--- src/rtl/bpg_pkg.sv ---
package bpg_pkg;
  typedef struct packed {
    logic [4:0] r;
    logic [5:0] g;
    logic [4:0] b;
  } rgb565_t;

  localparam rgb565_t COL_WHITE = '{r: 5'h1f, g: 6'h3f, b: 5'h1f};
  localparam rgb565_t COL_BLACK = '{r: 5'h00, g: 6'h00, b: 5'h00};
  localparam rgb565_t COL_BLUE  = '{r: 5'h00, g: 6'h00, b: 5'h1f};

  localparam int NUM_BANDS = 7;
  localparam int BAND_IDX_W = 3;
endpackage

--- src/rtl/bpg_line_window.sv ---
module bpg_line_window #(
  parameter int XW = 10
) (
  input  logic          clk,
  input  logic          rst,
  input  logic          line_start,
  input  logic          hblank,
  input  logic          vblank,
  output logic          win,
  output logic [XW-1:0] x,
  output logic          line_end
);
  logic blanking;
  assign blanking = hblank | vblank;

  // A window is open and blanking arrives: this is the last visible pixel.
  assign line_end = win & blanking;

  always_ff @(posedge clk) begin
    if (rst) begin
      win <= 1'b0;
      x   <= '0;
    end else begin
      if (blanking)        win <= 1'b0;
      else if (line_start) win <= 1'b1;

      if (line_start)         x <= '0;
      else if (win && !blanking) x <= x + 1'b1;
    end
  end
endmodule

--- src/rtl/bpg_row_tracker.sv ---
module bpg_row_tracker #(
  parameter int HEIGHT = 480,
  parameter int BORDER = 16,
  parameter int YW     = 9
) (
  input  logic                           clk,
  input  logic                           rst,
  input  logic                           frame_start,
  input  logic                           line_end,
  output logic [YW-1:0]                  y,
  output logic [bpg_pkg::BAND_IDX_W-1:0] band
);
  import bpg_pkg::*;

  localparam int BAND_H = (HEIGHT - 2 * BORDER) / NUM_BANDS;
  localparam int RW     = (BAND_H > 1) ? $clog2(BAND_H) : 1;
  localparam logic [YW-1:0] Y_TOP = YW'(BORDER);
  localparam logic [YW-1:0] Y_BOT = YW'(HEIGHT - BORDER);
  localparam logic [YW-1:0] Y_MAX = YW'(HEIGHT);
  localparam logic [RW-1:0] ROW_LAST = RW'(BAND_H - 1);
  localparam logic [BAND_IDX_W-1:0] BAND_LAST = BAND_IDX_W'(NUM_BANDS - 1);

  logic [RW-1:0] row;
  logic          in_pattern;

  assign in_pattern = (y >= Y_TOP) && (y < Y_BOT);

  always_ff @(posedge clk) begin
    if (rst || frame_start) begin
      y    <= '0;
      row  <= '0;
      band <= '0;
    end else if (line_end) begin
      if (y != Y_MAX) y <= y + 1'b1;
      if (in_pattern) begin
        if (row == ROW_LAST) begin
          row <= '0;
          if (band != BAND_LAST) band <= band + 1'b1;
        end else begin
          row <= row + 1'b1;
        end
      end
    end
  end
endmodule

--- src/rtl/bpg_colour_sel.sv ---
module bpg_colour_sel #(
  parameter int WIDTH  = 640,
  parameter int HEIGHT = 480,
  parameter int BORDER = 16,
  parameter int XW     = 10,
  parameter int YW     = 9
) (
  input  logic [XW-1:0]                  x,
  input  logic [YW-1:0]                  y,
  input  logic [bpg_pkg::BAND_IDX_W-1:0] band,
  output bpg_pkg::rgb565_t               colour
);
  import bpg_pkg::*;

  localparam logic [XW-1:0] X_LO = XW'(BORDER);
  localparam logic [XW-1:0] X_HI = XW'(WIDTH - BORDER);
  localparam logic [YW-1:0] Y_LO = YW'(BORDER);
  localparam logic [YW-1:0] Y_HI = YW'(HEIGHT - BORDER);
  localparam logic [BAND_IDX_W-1:0] TOP_BIT = BAND_IDX_W'(NUM_BANDS - 1);

  logic                  in_frame;
  logic [XW-1:0]         px;
  logic [XW-1:0]         px_shift;
  logic [BAND_IDX_W-1:0] shamt;

  always_comb begin
    in_frame = (x < X_LO) || (x >= X_HI) || (y < Y_LO) || (y >= Y_HI);
    px       = x - X_LO;
    shamt    = TOP_BIT - band;
    px_shift = px >> shamt;
    if (in_frame)         colour = COL_BLUE;
    else if (px_shift[0]) colour = COL_WHITE;
    else                  colour = COL_BLACK;
  end
endmodule

--- src/rtl/bar_pattern_gen.sv ---
module bar_pattern_gen #(
  parameter int WIDTH  = 640,
  parameter int HEIGHT = 480,
  parameter int BORDER = 16
) (
  input  logic       clk,
  input  logic       rst,
  input  logic       line_start,
  input  logic       frame_start,
  input  logic       hblank,
  input  logic       vblank,
  output logic [4:0] red,
  output logic [5:0] green,
  output logic [4:0] blue,
  output logic       blank_n
);
  import bpg_pkg::*;

  localparam int XW = $clog2(WIDTH + 1);
  localparam int YW = $clog2(HEIGHT + 1);

  logic                  win;
  logic                  line_end;
  logic [XW-1:0]         x;
  logic [YW-1:0]         y;
  logic [BAND_IDX_W-1:0] band;
  rgb565_t               colour;
  rgb565_t               colour_q;
  logic                  blank_n_q;

  bpg_line_window #(.XW(XW)) i_window (
    .clk(clk), .rst(rst), .line_start(line_start),
    .hblank(hblank), .vblank(vblank),
    .win(win), .x(x), .line_end(line_end)
  );

  bpg_row_tracker #(.HEIGHT(HEIGHT), .BORDER(BORDER), .YW(YW)) i_rows (
    .clk(clk), .rst(rst), .frame_start(frame_start),
    .line_end(line_end), .y(y), .band(band)
  );

  bpg_colour_sel #(
    .WIDTH(WIDTH), .HEIGHT(HEIGHT), .BORDER(BORDER), .XW(XW), .YW(YW)
  ) i_colour (
    .x(x), .y(y), .band(band), .colour(colour)
  );

  // One output register; window and colour share it, so they stay aligned.
  always_ff @(posedge clk) begin
    if (rst) begin
      colour_q  <= COL_BLACK;
      blank_n_q <= 1'b0;
    end else begin
      colour_q  <= win ? colour : COL_BLACK;
      blank_n_q <= win;
    end
  end

  assign red     = colour_q.r;
  assign green   = colour_q.g;
  assign blue    = colour_q.b;
  assign blank_n = blank_n_q;
endmodule

--- config.mk ---
export PLATFORM = sky130hd
export DESIGN_NAME = bar_pattern_gen
export DESIGN_NICKNAME = d
export VERILOG_FILES = /design/src/rtl/bpg_pkg.sv /design/src/rtl/bpg_line_window.sv /design/src/rtl/bpg_row_tracker.sv /design/src/rtl/bpg_colour_sel.sv /design/src/rtl/bar_pattern_gen.sv
export SDC_FILE = /design/constraint.sdc
export NUM_CORES = 1
export LEC_CHECK = 0
export BUFFER_PORTS_ARGS = -buffer_cell sky130_fd_sc_hd__buf_2
export CORE_MARGIN = 5
export CORE_UTILIZATION = 45
export CTS_CLUSTER_DIAMETER = 60
export DETAILED_ROUTE_END_ITERATION = 7
export PLACE_DENSITY = 0.6
export SKIP_LAST_GASP = 1
export SYNTH_ARGS = -nofsm -noshare
export SYNTH_HDL_FRONTEND = slang
export SYNTH_SLANG_ARGS = --single-unit
--- constraint.sdc ---
create_clock -name clk -period 3.05 [get_ports clk]
set_input_delay 0 -clock clk [delete_from_list [all_inputs] [get_ports clk]]
set_output_delay 0 -clock clk [all_outputs]
set_load 0.02 [all_outputs]
# ---- After elaboration in Yosys (flattened, before gate mapping)
# Cells that the tools add are included.
dict set report op_classes {
  muxes 3
  n_lt_le_gt_ge 6
  shift 1
  bitwise_logic 3
  n_eq_ne 3
  reduce_logical 14
  n_addsub 6
}
# cell count
set ops {}
lappend ops {{two-way mux 16 bit} 1}
lappend ops {{adder 10 x 1 -> 10 bit (second input constant)} 1}
lappend ops {{greater-or-equal comparator 10 bit (second input constant)} 1}
lappend ops {{< comparator 10 x 5 -> 1 bit (second input constant)} 1}
lappend ops {{>> shifter 10 x 3 -> 1 bit} 1}
lappend ops {{subtractor 10 x 5 -> 10 bit (second input constant)} 1}
lappend ops {{adder 9 x 1 -> 9 bit (second input constant)} 1}
lappend ops {{greater-or-equal comparator 9 x 5 -> 1 bit (second input constant)} 1}
lappend ops {{greater-or-equal comparator 9 bit (second input constant)} 1}
lappend ops {{< comparator 9 x 5 -> 1 bit (second input constant)} 1}
lappend ops {{< comparator 9 bit (second input constant)} 1}
lappend ops {{!= test 9 bit (second input constant)} 1}
lappend ops {{adder 6 x 1 -> 6 bit (second input constant)} 1}
lappend ops {{== test 6 bit (second input constant)} 1}
lappend ops {{two-way mux 6 bit} 1}
lappend ops {{OR reduction 2 bit} 3}
lappend ops {{two-way mux 5 bit} 1}
lappend ops {{logical OR 1 bit} 4}
lappend ops {{AND reduction 2 bit} 2}
lappend ops {{AND reduction 4 bit} 1}
lappend ops {{adder 3 x 1 -> 3 bit (second input constant)} 1}
lappend ops {{!= test 3 bit (second input constant)} 1}
lappend ops {{OR reduction 3 bit} 1}
lappend ops {{subtractor 3 bit (first input constant)} 1}
lappend ops {{other kinds (5)} 6}
dict set report word_totals {
  output_inout_bits 17
  reg_bits 46
  input_bits 6
  wordCells 45
}

# ---- Longest topological paths before layout
# Gate-level depths: netlist (run 1).
dict set report depth {
  word_depth 5
  mapped_depth 6
  depth_no_buf 6
}

# ---- Hierarchy
# Synthesis (run 1) repeated with hierarchy kept, for this count alone.
dict set report unflattened {
  cells_unflattened 246
  hier_area_um2 2328.5
}
# mod area_per_inst_um2 cells_each n_inst seq_area_each_um2
set modules_own_cells {}
lappend modules_own_cells {bpg_row_tracker 972.2 110 1 360.3}
lappend modules_own_cells {bpg_line_window 533.0 59 1 220.2}
lappend modules_own_cells {bar_pattern_gen 505.5 36 1 340.3}
lappend modules_own_cells {bpg_colour_sel 317.8 41 1 0.0}

# ---- Least setup slack after synthesis (run 1)
# Ideal clock, no wire load.
dict set report synth_timing {
  kind {reg-to-reg}
  from {reg i_rows.y[4]}
  to {reg i_rows.band[2] in the netlist's numbering}
  arrival_ps 1509
  path_slack_ps 1425
  setup_ps 116
  synth_period_minus_slack_ps 1625
  path_stages_with_launch 6
  n_path_buf 1
  required_ps 2934
  path_cell_list {dfxtp_1 -> or4_4 -> o211ai_4 -> buf_6 -> nor3_2 -> o211a_1}
}
dict set report synth_via {
  elab_chain_cells 3
  elab_cells_between_ends 4
  cone_classes {order compare (2); reduce/logical (2)}
}
# element line_no
set synth_lines {}
lappend synth_lines {{start, declared} bpg_row_tracker.sv:10} ;# output logic [YW-1:0] y,
lappend synth_lines {{start signal, assigned} bpg_row_tracker.sv:34} ;# if (y != Y_MAX) y <= y + 1'b1;
lappend synth_lines {{greater-or-equal comparator 9 x 5 -> 1 bit / < comparator 9 bit (equally long branches)} bpg_row_tracker.sv:26} ;# assign in_pattern = (y >= Y_TOP) && (y < Y_BOT);
lappend synth_lines {{logical AND 1 bit (*)} bpg_row_tracker.sv:26}
lappend synth_lines {{AND reduction 4 bit (no line) (*)} n/a}
lappend synth_lines {{end signal, assigned} bpg_row_tracker.sv:38} ;# if (band != BAND_LAST) band <= band + 1'b1;
lappend synth_lines {{end, declared} bpg_row_tracker.sv:11} ;# output logic [bpg_pkg::BAND_IDX_W-1:0] band
# Mark *: on every way between the ends. The rest lies on a longest branch, timed or not.
# A chain may end at the register's enable or synchronous reset.

# ---- Worst setup path after layout (run 1)
dict set report layout_timing {
  from {reg i_rows.band[0] in the netlist's numbering}
  to {reg colour_q (netlist bit blue[3])}
}
dict set report layout_via {
  elab_chain_cells 4
}
# element line_no
set layout_lines {}
lappend layout_lines {{subtractor 3 bit} bpg_colour_sel.sv:29} ;# shamt = TOP_BIT - band;
lappend layout_lines {{>> shifter 10 x 3 -> 1 bit} bpg_colour_sel.sv:30} ;# px_shift = px >> shamt;
lappend layout_lines {{two-way mux 16 bit} bpg_colour_sel.sv:32} ;# else if (px_shift[0]) colour = COL_WHITE;
lappend layout_lines {{two-way mux 5 bit} bpg_colour_sel.sv:31} ;# if (in_frame) colour = COL_BLUE;
lappend layout_lines {{end signal, assigned} bar_pattern_gen.sv:54} ;# colour_q <= win ? colour : COL_BLACK;
lappend layout_lines {{end, declared} bar_pattern_gen.sv:28} ;# rgb565_t colour_q;
# No other way between the ends.

==> flow_metrics.py, run 1 <==
metrics = {
    "status": {
        "status": "finished clean",
    },
    "cts": {
        "cts-root-buf": "clkbuf_8",
        "cts_tree": "yes",
        "clk-insertion-delay-late_ns": 0.28,
        "cts_max_level": 2,
        "cts.sinks": 32,
        "clockBufferDepth": 2,
        "clkTransAtPathRegs_ns": 0.07,
        "cts_buffers": 5,
    },
    "floorplanning": {
        "io_pins": 23,
        "die_h_um": 73.7,
        "die_w_um": 73.7,
        "start_util": 0.460,
        "coreArea_um2": 3970,
        "die_area_um2": 5440,
        "core.rowCount": 23,
    },
    "min_path": {
        "min_to": "i_rows.band[2]",
        "hold_depth": 3,
        "hp-class": "input pin to flip-flop",
        "min_from": "frame_start",
    },
    "worst_setup_path": {
        "rr_worst_depth": 6,
        "crit_required_ns": 3.21,
        "critPathMostFrequentCell": "o21ai_0",
        "path_cells": "inv_1, ha_1, mux4_2, o21ai_0, a31o_2, o21ai_0",
        "r2r_setup_slack_ns": 1.28,
        "worst_ep_arrival_time_ns": 1.93,
        "timing.rr.end": "blue[3]",
        "critPathSlowestCell": "dfxtp_1",
        "r2r-start": "i_rows.band[0]",
        "crit_path_max_fanout": 7,
        "worst-setup-path-type": "flip-flop to flip-flop",
        "worst_setup_path_end_kind": "flip-flop",
        "max_stage_delay_ns": 0.46,
        "crit_path_start_kind": "flip-flop",
    },
    "global_routing": {
        "grt_pass1_wl_mm": 5.59,
        "grt_overflow": 0,
        "grt_use_met3": 0.0301,
        "track_usage": 0.132,
        "grt.met2_usage": 0.211,
        "grt_max_degree": 18,
        "grt_busiest_layer": "met2",
        "grt_pass1_vias": 1261,
        "use_met1": 0.163,
        "antenna_found_initial": 0,
    },
    "placement": {
        "placed_cells": 262,
        "gp_congestion": 0.803,
        "placed_cell_area_um2": 1870,
        "post-dp-hpwl_mm": 2.43,
        "numPortBuffers": 22,
    },
    "yosys": {
        "yosys_warnings": 0,
        "synth-seq-area-share": 0.350,
        "synth.top_cell.area_share": 0.350,
        "ys_seq_elements": 32,
        "syn_area_um2": 1830,
        "synth.top_cells.by_area": "dfxtp_1 (35%), ha_1 (6.8%), buf_4 (5.7%), nor2_1 (4.7%), xnor2_1 (4.3%)",
        "synth_edf_count": 0,
        "synth_most_common_cell": "dfxtp_1",
        "syn_nets": 225,
        "yosysUniqueCellTypes": 47,
        "synth_top_flop_cell": "dfxtp_1",
        "async_reset_ff_frac": 0,
        "yosysTopAreaCell": "dfxtp_1",
        "synth_common_cells": "dfxtp_1 (32), nor2_1 (23), buf_4 (14)",
        "netlist_instances": 209,
        "syn-mean-instance-area_um2": 8.75,
    },
    "sta": {
        "rsz0062_at_grt": "no",
        "fin_crit_ns": 1.77,
        "final-setup-viol-count": 0,
        "skew_ns": 0.00376,
        "fmax_mhz": 565,
        "drv_slew": 0,
        "report.final.hold_viol_count": 0,
        "worstMarginPinSlew_ns": 0.671,
        "fin_crit_sh": 0.580,
        "max_slew_margin": 0.551,
        "setup_tns_ns": 0,
    },
    "cells_and_area": {
        "design_area_um2": 1980,
        "drive_gt1_frac": 0.198,
        "area_growth_pct": 8.35,
        "diodes": 0,
        "final_cell_count_no_fill": 272,
        "final_nets": 237,
    },
    "drt": {
        "first_pass_iters": 4,
        "drt_iter0_markers": 70,
        "wl_per_cell_um": 12.3,
        "drt_drc_violations_left": 0,
        "ant_nets": 0,
        "route.vias.total": 1453,
        "routed_wl_mm": 3.34,
        "vias_per_cell": 5.34,
    },
    "run": {
        "drv_cap": 0,
    },
    "pwr": {
        "p_per_area_nw_per_um2": 397,
        "worst_ir_drop_vdd_uv": 234,
        "power.leakage_nw": 0.768,
    },
}
-- area by class of cell --
class	instances	area (um^2)
fill	387	1990
tap	50	62.6
clock inverter	2	10.0
clock buffer	6	82.6
timing repair buffer	24	130
sequential	32	641
inverter	12	45.0
multi-input combinational	146	1010
-- kinds of logic (layout without fill, tap and decap cells) --
family                   count (synthesis)  after routing  share of synthesized area
XOR/XNOR                                16             16                     0.0767
AND/OR/NAND/NOR                         77             77                      0.233
buffers and inverters                   31             44                     0.0972
flip-flops                              32             32                      0.350
AO/OA/AOI/OAI                           40             40                      0.151
adder cells (fa/ha/maj)                 10             10                     0.0684
multiplexers                             3              3                     0.0233
-- how the worst max path moves through the flow --
stage | cells past startpoint | end | startpoint
after global placement | 6 | blue[3] | i_rows.band[0]
after detailed placement | 6 | blue[3] | i_rows.band[0]
final | 6 | blue[3] | i_rows.band[0]
after CTS | 6 | blue[3] | i_rows.band[0]
after floorplan | 5 | i_rows.band[2] | i_rows.y[4]
after global routing | 6 | blue[3] | i_rows.band[0]
-- where the power goes --
group          switching, mW  total [mW]  leakage [nW]  internal (mW)
sequential           0.00135       0.420         0.258          0.419
combinational         0.0176      0.0274         0.459        0.00985
clock                  0.158       0.338        0.0510          0.180
-- flip-flops by register name, indices dropped and copies added (netlist names) --
name,cells
blank_n,1
blue,1
i_rows.band,3
i_rows.row,6
i_rows.y,9
i_window.win,1
i_window.x,10
red,1
-- layout by cell type (no fill, tap or decap), types with 3 or more instances in the layout --
cell type,netlist,layout
a21oi_1,11,11
a31o_2,4,4
and3_1,3,3
buf_2,1,22
clkbuf_8,0,6
dfxtp_1,32,32
ha_1,10,10
inv_1,12,12
nand2_1,11,11
nand3_1,7,7
nand4_1,4,4
nor2_1,23,23
nor3_1,4,4
o21ai_0,8,8
o31ai_1,4,4
or3_1,5,5
or4_1,4,4
xnor2_1,9,9
xor2_1,7,7
-- metrics by stage --
stage | worst slack, ns | hold WS [ns] | power [mW] | utilization
2_1_floorplan | 1.42 | 0.0764 | 0.448 | -
5_1_grt | 1.05 | 0.0754 | 0.820 | 0.499
4_1_cts | 1.25 | 0.0340 | 0.801 | 0.499
6_report | 1.28 | 0.0404 | 0.786 | 0.499
3_5_place_dp | 1.27 | 0.244 | 0.456 | 0.470
3_3_place_gp | 1.31 | 0.237 | 0.456 | 0.470
-- critical path: cells and delay by family, from the launching register on --
kind            cells  cell delay [ns]
compound gates      3             0.38
fa+ha+maj           1             0.40
buf+inv             1             0.10
flops               1             0.46
mux                 1             0.33
-- what timing repair did --
item                      CTS  global route
hold endpoints to repair    1             0
resized for setup           0             0
hold buffers                2             0
buffers inserted            0             0
-- layer usage --
| layer | wire length, um | share of wire |
|---|---|---|
| met3 | 203 | 0.061 |
| met4 | 73 | 0.022 |
| met2 | 1500 | 0.45 |
| met1 | 1560 | 0.47 |
| met5 | 0 | 0 |
(Power assumes the default switching activity.)
==> run 2, diff against run 1 <==
==> constraint.sdc (replaced) <==
create_clock -name clk -period 1.8 [get_ports clk]
set_input_delay 0 -clock clk [delete_from_list [all_inputs] [get_ports clk]]
set_output_delay 0 -clock clk [all_outputs]
set_load 0.02 [all_outputs]
==> flow_metrics.py, run 2 (synthesized netlist as in run 1, its figures left out) <==
metrics = {
    "worst_setup_path": {
        "crit_path_start_kind": "flip-flop",
        "crit_path_max_fanout": 7,
        "crit_required_ns": 1.97,
        "critPathSlowestCell": "or4_1",
        "worst_setup_path_end_kind": "flip-flop",
        "worst_ep_arrival_time_ns": 1.92,
        "worst-setup-path-type": "flip-flop to flip-flop",
        "max_stage_delay_ns": 0.47,
        "path_cells": "o2111ai_1, o211ai_4, buf_4, or4_1, o211a_1",
    },
    "cts": {
        "cts.sinks": 32,
        "cts-root-buf": "clkbuf_8",
        "cts_max_level": 2,
        "clockBufferDepth": 2,
        "cts_buffers": 5,
        "cts_tree": "yes",
        "clk-insertion-delay-late_ns": 0.28,
        "cts_resized": 0,
        "clkTransAtPathRegs_ns": 0.06,
    },
    "floorplanning": {
        "die_area_um2": 5440,
        "io_pins": 23,
        "core.rowCount": 23,
        "die_h_um": 73.7,
        "die_w_um": 73.7,
        "start_util": 0.460,
        "coreArea_um2": 3970,
    },
    "global_routing": {
        "track_usage": 0.137,
        "grt_max_degree": 18,
        "grt_pass1_wl_mm": 5.80,
        "grt_overflow": 0,
        "antenna_found_initial": 0,
        "grt_pass1_vias": 1260,
    },
    "status": {
        "status": "finished clean",
    },
    "cells_and_area": {
        "largestRegisters": "i_window.x (10), i_rows.y (9), i_rows.row (6)",
        "largest_register_ff_count": 10,
        "drive_gt1_frac": 0.233,
        "diodes": 0,
        "layout_common_cells": "dfxtp_1 (32), nor2_1 (23), buf_2 (22)",
        "area_growth_pct": 12.4,
        "largest-register": "i_window.x",
        "final_nets": 250,
        "final_common_cell": "dfxtp_1",
        "final_cell_count_no_fill": 282,
    },
    "sta": {
        "drv_slew": 0,
        "report.final.hold_viol_count": 0,
        "final-setup-viol-count": 0,
        "setup_tns_ns": 0,
        "max_slew_margin": 0.734,
        "worstMarginPinSlew_ns": 0.399,
        "fin_crit_ns": 1.75,
        "fmax_mhz": 571,
        "skew_ns": 0.00466,
        "rsz0062_at_grt": "no",
        "fin_crit_sh": 0.973,
    },
    "min_path": {
        "hp-class": "input pin to flip-flop",
    },
    "placement": {
        "placed_cells": 271,
        "post-dp-hpwl_mm": 2.55,
        "gp_congestion": 0.799,
        "numPortBuffers": 22,
    },
    "drt": {
        "routed_wl_mm": 3.43,
        "drt_iter0_markers": 55,
        "route.vias.total": 1473,
        "drt_drc_violations_left": 0,
        "wl_per_cell_um": 12.2,
        "first_pass_iters": 4,
        "vias_per_cell": 5.22,
        "ant_nets": 0,
    },
    "pwr": {
        "p_per_area_nw_per_um2": 610,
        "power.leakage_nw": 0.819,
        "worst_ir_drop_vdd_uv": 360,
    },
    "run": {
        "drv_cap": 0,
    },
}
[run 2: path summary, 6_finish.rpt]
| kind | from | endpoint | slack [ns] | cells past startpoint |
|---|---|---|---|---|
| min reg2reg | i_rows.row[5] | i_rows.row[5] | 0.49 | 2 |
| max | i_rows.y[5] | i_rows.band[2] | 0.05 | 5 |
| max reg2reg | i_rows.y[5] | i_rows.band[2] | 0.05 | 5 |
| min | frame_start | i_rows.band[2] | 0.06 | 3 |
[run 2: stage by stage]
| stage | cell area [um^2] | hold slack [ns] | setup slack, ns | total power [mW] | util |
|---|---|---|---|---|---|
| finish | 2050 | 0.0582 | 0.0478 | 1.25 | 0.517 |
| global route | 2050 | 0.0736 | 0.00994 | 1.31 | 0.517 |
| CTS | 2020 | 0.0483 | 0.0640 | 1.28 | 0.510 |
| detailed placement | 1940 | 0.243 | 0.0746 | 0.776 | 0.487 |
| global placement | 1940 | 0.241 | 0.106 | 0.775 | 0.487 |
| floorplan | 1830 | 0.0764 | 0.175 | 0.758 | - |
[run 2: final cells by class]
cell class	instances	area, um^2
fill	397	1920
multi-input combinational	146	1010
sequential	32	641
timing repair buffer	37	228
clock buffer	5	68.8
tap	50	62.6
inverter	12	45.0
[run 2: layer usage]
metal | wire [um] | global-route usage | part of all wire | vias to the layer above
met1 | 1620 | 0.170 | 0.47 | 666
met4 | 48 | 0.0483 | 0.014 | 0
met5 | 0 | 0 | 0 | -
met3 | 217 | 0.0424 | 0.063 | 4
met2 | 1540 | 0.223 | 0.45 | 35
li1 | - | - | - | 768
[run 2: worst max-delay path: cells and delay by family, from the launching register on]
kind            cells  cell delay [ns]
simple gates        1             0.47
compound gates      3             0.65
buf+inv             1             0.17
flops               1             0.36
[run 2: where the power goes]
part	switching (mW)	internal (mW)
clock	0.243	0.249
combinational	0.0304	0.0187
sequential	0.00200	0.710
total	0.275	0.978
[run 2: what timing repair did]
action	CTS	global route
endpoints found under the setup margin	0	1
hold buffers	2	0
setup buffers	0	4
endpoints found under the hold margin	1	0
==> run 3, diff against run 2 <==
--- a/config.mk
+++ b/config.mk
@@ -10,6 +10,7 @@
 export CORE_UTILIZATION = 45
 export CTS_CLUSTER_DIAMETER = 60
 export DETAILED_ROUTE_END_ITERATION = 7
+export HOLD_SLACK_MARGIN = 0.15
 export PLACE_DENSITY = 0.6
 export SKIP_LAST_GASP = 1
 export SYNTH_ARGS = -nofsm -noshare
==> flow_metrics.py, run 3 (synthesized netlist as in run 1, its figures left out) <==
metrics = {
    "worst_setup_path": {
        "crit_path_max_fanout": 7,
        "crit_required_ns": 1.97,
        "path_cells": "o2111ai_1, o211ai_4, buf_4, or4_1, o211a_1",
        "max_stage_delay_ns": 0.47,
        "critPathSlowestCell": "or4_1",
        "worst-setup-path-type": "flip-flop to flip-flop",
        "crit_path_start_kind": "flip-flop",
        "worst_ep_arrival_time_ns": 1.91,
        "worst_setup_path_end_kind": "flip-flop",
    },
    "cells_and_area": {
        "largest-register": "i_window.x",
        "drive_gt1_frac": 0.228,
        "diodes": 0,
        "largestRegisters": "i_window.x (10), i_rows.y (9), i_rows.row (6)",
        "multi_input_area_um2": 1010,
        "area_growth_pct": 15.1,
        "final_nets": 255,
        "layout_common_cells": "dfxtp_1 (32), nor2_1 (23), buf_2 (22)",
        "largest_register_ff_count": 10,
        "final_cell_count_no_fill": 287,
        "final_common_cell": "dfxtp_1",
        "fillers": 394,
        "seq_area_um2": 641,
    },
    "floorplanning": {
        "coreArea_um2": 3970,
        "die_h_um": 73.7,
        "io_pins": 23,
        "die_area_um2": 5440,
        "die_w_um": 73.7,
        "core.rowCount": 23,
        "start_util": 0.460,
    },
    "drt": {
        "first_pass_iters": 4,
        "dr_wl_met2_mm": 1.58,
        "wl_per_cell_um": 12.1,
        "routed_wl_mm": 3.48,
        "ant_nets": 0,
        "wirelength_met1_mm": 1.64,
        "maxUsedRoutingLayer": "met4",
        "vias_per_cell": 5.21,
        "drt_iter0_markers": 65,
        "wl_met3_um": 212,
        "drt_drc_violations_left": 0,
        "route.vias.total": 1496,
    },
    "cts": {
        "cts_tree": "yes",
        "cts_buffers": 5,
        "clkTransAtPathRegs_ns": 0.06,
        "clockBufferDepth": 2,
        "clk-insertion-delay-late_ns": 0.28,
        "cts_resized": 0,
        "cts-root-buf": "clkbuf_8",
        "cts_max_level": 2,
        "cts.sinks": 32,
    },
    "sta": {
        "report.final.hold_viol_count": 0,
        "drv_slew": 0,
        "fmax_mhz": 576,
        "fin_crit_ns": 1.74,
        "worstMarginPinSlew_ns": 0.402,
        "rsz0062_at_grt": "no",
        "skew_ns": 0.00476,
        "fin_crit_sh": 0.964,
        "max_slew_margin": 0.732,
        "setup_tns_ns": 0,
        "final-setup-viol-count": 0,
    },
    "status": {
        "status": "finished clean",
    },
    "global_routing": {
        "track_usage": 0.139,
        "grt_max_degree": 18,
        "grt_pass1_vias": 1283,
        "antenna_found_initial": 0,
        "grt_overflow": 0,
        "grt_pass1_wl_mm": 5.89,
    },
    "placement": {
        "post-dp-hpwl_mm": 2.55,
        "placed_cells": 271,
        "gp_congestion": 0.799,
        "numPortBuffers": 22,
    },
    "pwr": {
        "p_per_area_nw_per_um2": 599,
        "power.leakage_nw": 0.841,
        "worst_ir_drop_vdd_uv": 360,
    },
    "run": {
        "drv_cap": 0,
    },
    "min_path": {
        "hp-class": "flip-flop to flip-flop",
    },
}
==> run 3: changes by cell type in the layout (fill, tap and decap cells not counted) <==
cell | before | now
dlygate4sd3_1 | 2 | 7
==> run 3: layout make-up <==
type | count | share of cell area
inverter | 12 | 0.0214
tap | 50 | 0.0297
timing repair buffer | 42 | 0.132
multi-input combinational | 146 | 0.480
sequential | 32 | 0.304
clock buffer | 5 | 0.0327
==> run 3: routing by layer <==
layer  global-route usage  vias up
met1                0.173      675
li1                     -      780
met4               0.0483        0
met3               0.0410        4
met2                0.228       37
met5                    0        -
==> run 3: through the flow <==
step	area [um^2]	hold WS, ns	setup slack [ns]	util	power, mW
finish	2100	0.486	0.0649	0.530	1.26
global route	2100	0.509	0.00992	0.530	1.32
CTS	2070	0.489	0.0640	0.522	1.29
detailed placement	1940	0.243	0.0746	0.487	0.776
global placement	1940	0.241	0.106	0.487	0.775
floorplan	1830	0.0764	0.175	-	0.758
==> run 3: repair_timing <==
action,in CTS,in global routing
hold buffers,7,0
endpoints found under the hold margin,17,0
endpoints found under the setup margin,0,1
buffers inserted,0,4
==> run 3: final timing paths <==
kind / endpoint / cells after the start / slack (ns) / start
setup reg to reg: i_rows.band[2] / 5 / 0.06 / i_rows.y[5]
hold / removal: i_rows.row[5] / 2 / 0.49 / i_rows.row[5]
hold reg to reg: i_rows.row[5] / 2 / 0.49 / i_rows.row[5]
setup / recovery: i_rows.band[2] / 5 / 0.06 / i_rows.y[5]
==> run 3: report_power, final <==
group	internal (mW)	leakage [nW]	switching, mW
combinational	0.0258	0.547	0.0322
sequential	0.710	0.258	0.00200
clock	0.249	0.0359	0.242
total	0.985	0.841	0.276
==> run 3: critical path, delay by kind of cell (launching register included) <==
family / cells / cell delay, ns
and+or+nand+nor: 1 / 0.47
DFF: 1 / 0.36
buffers and inverters: 1 / 0.17
AOI/OAI and AO/OA: 3 / 0.62
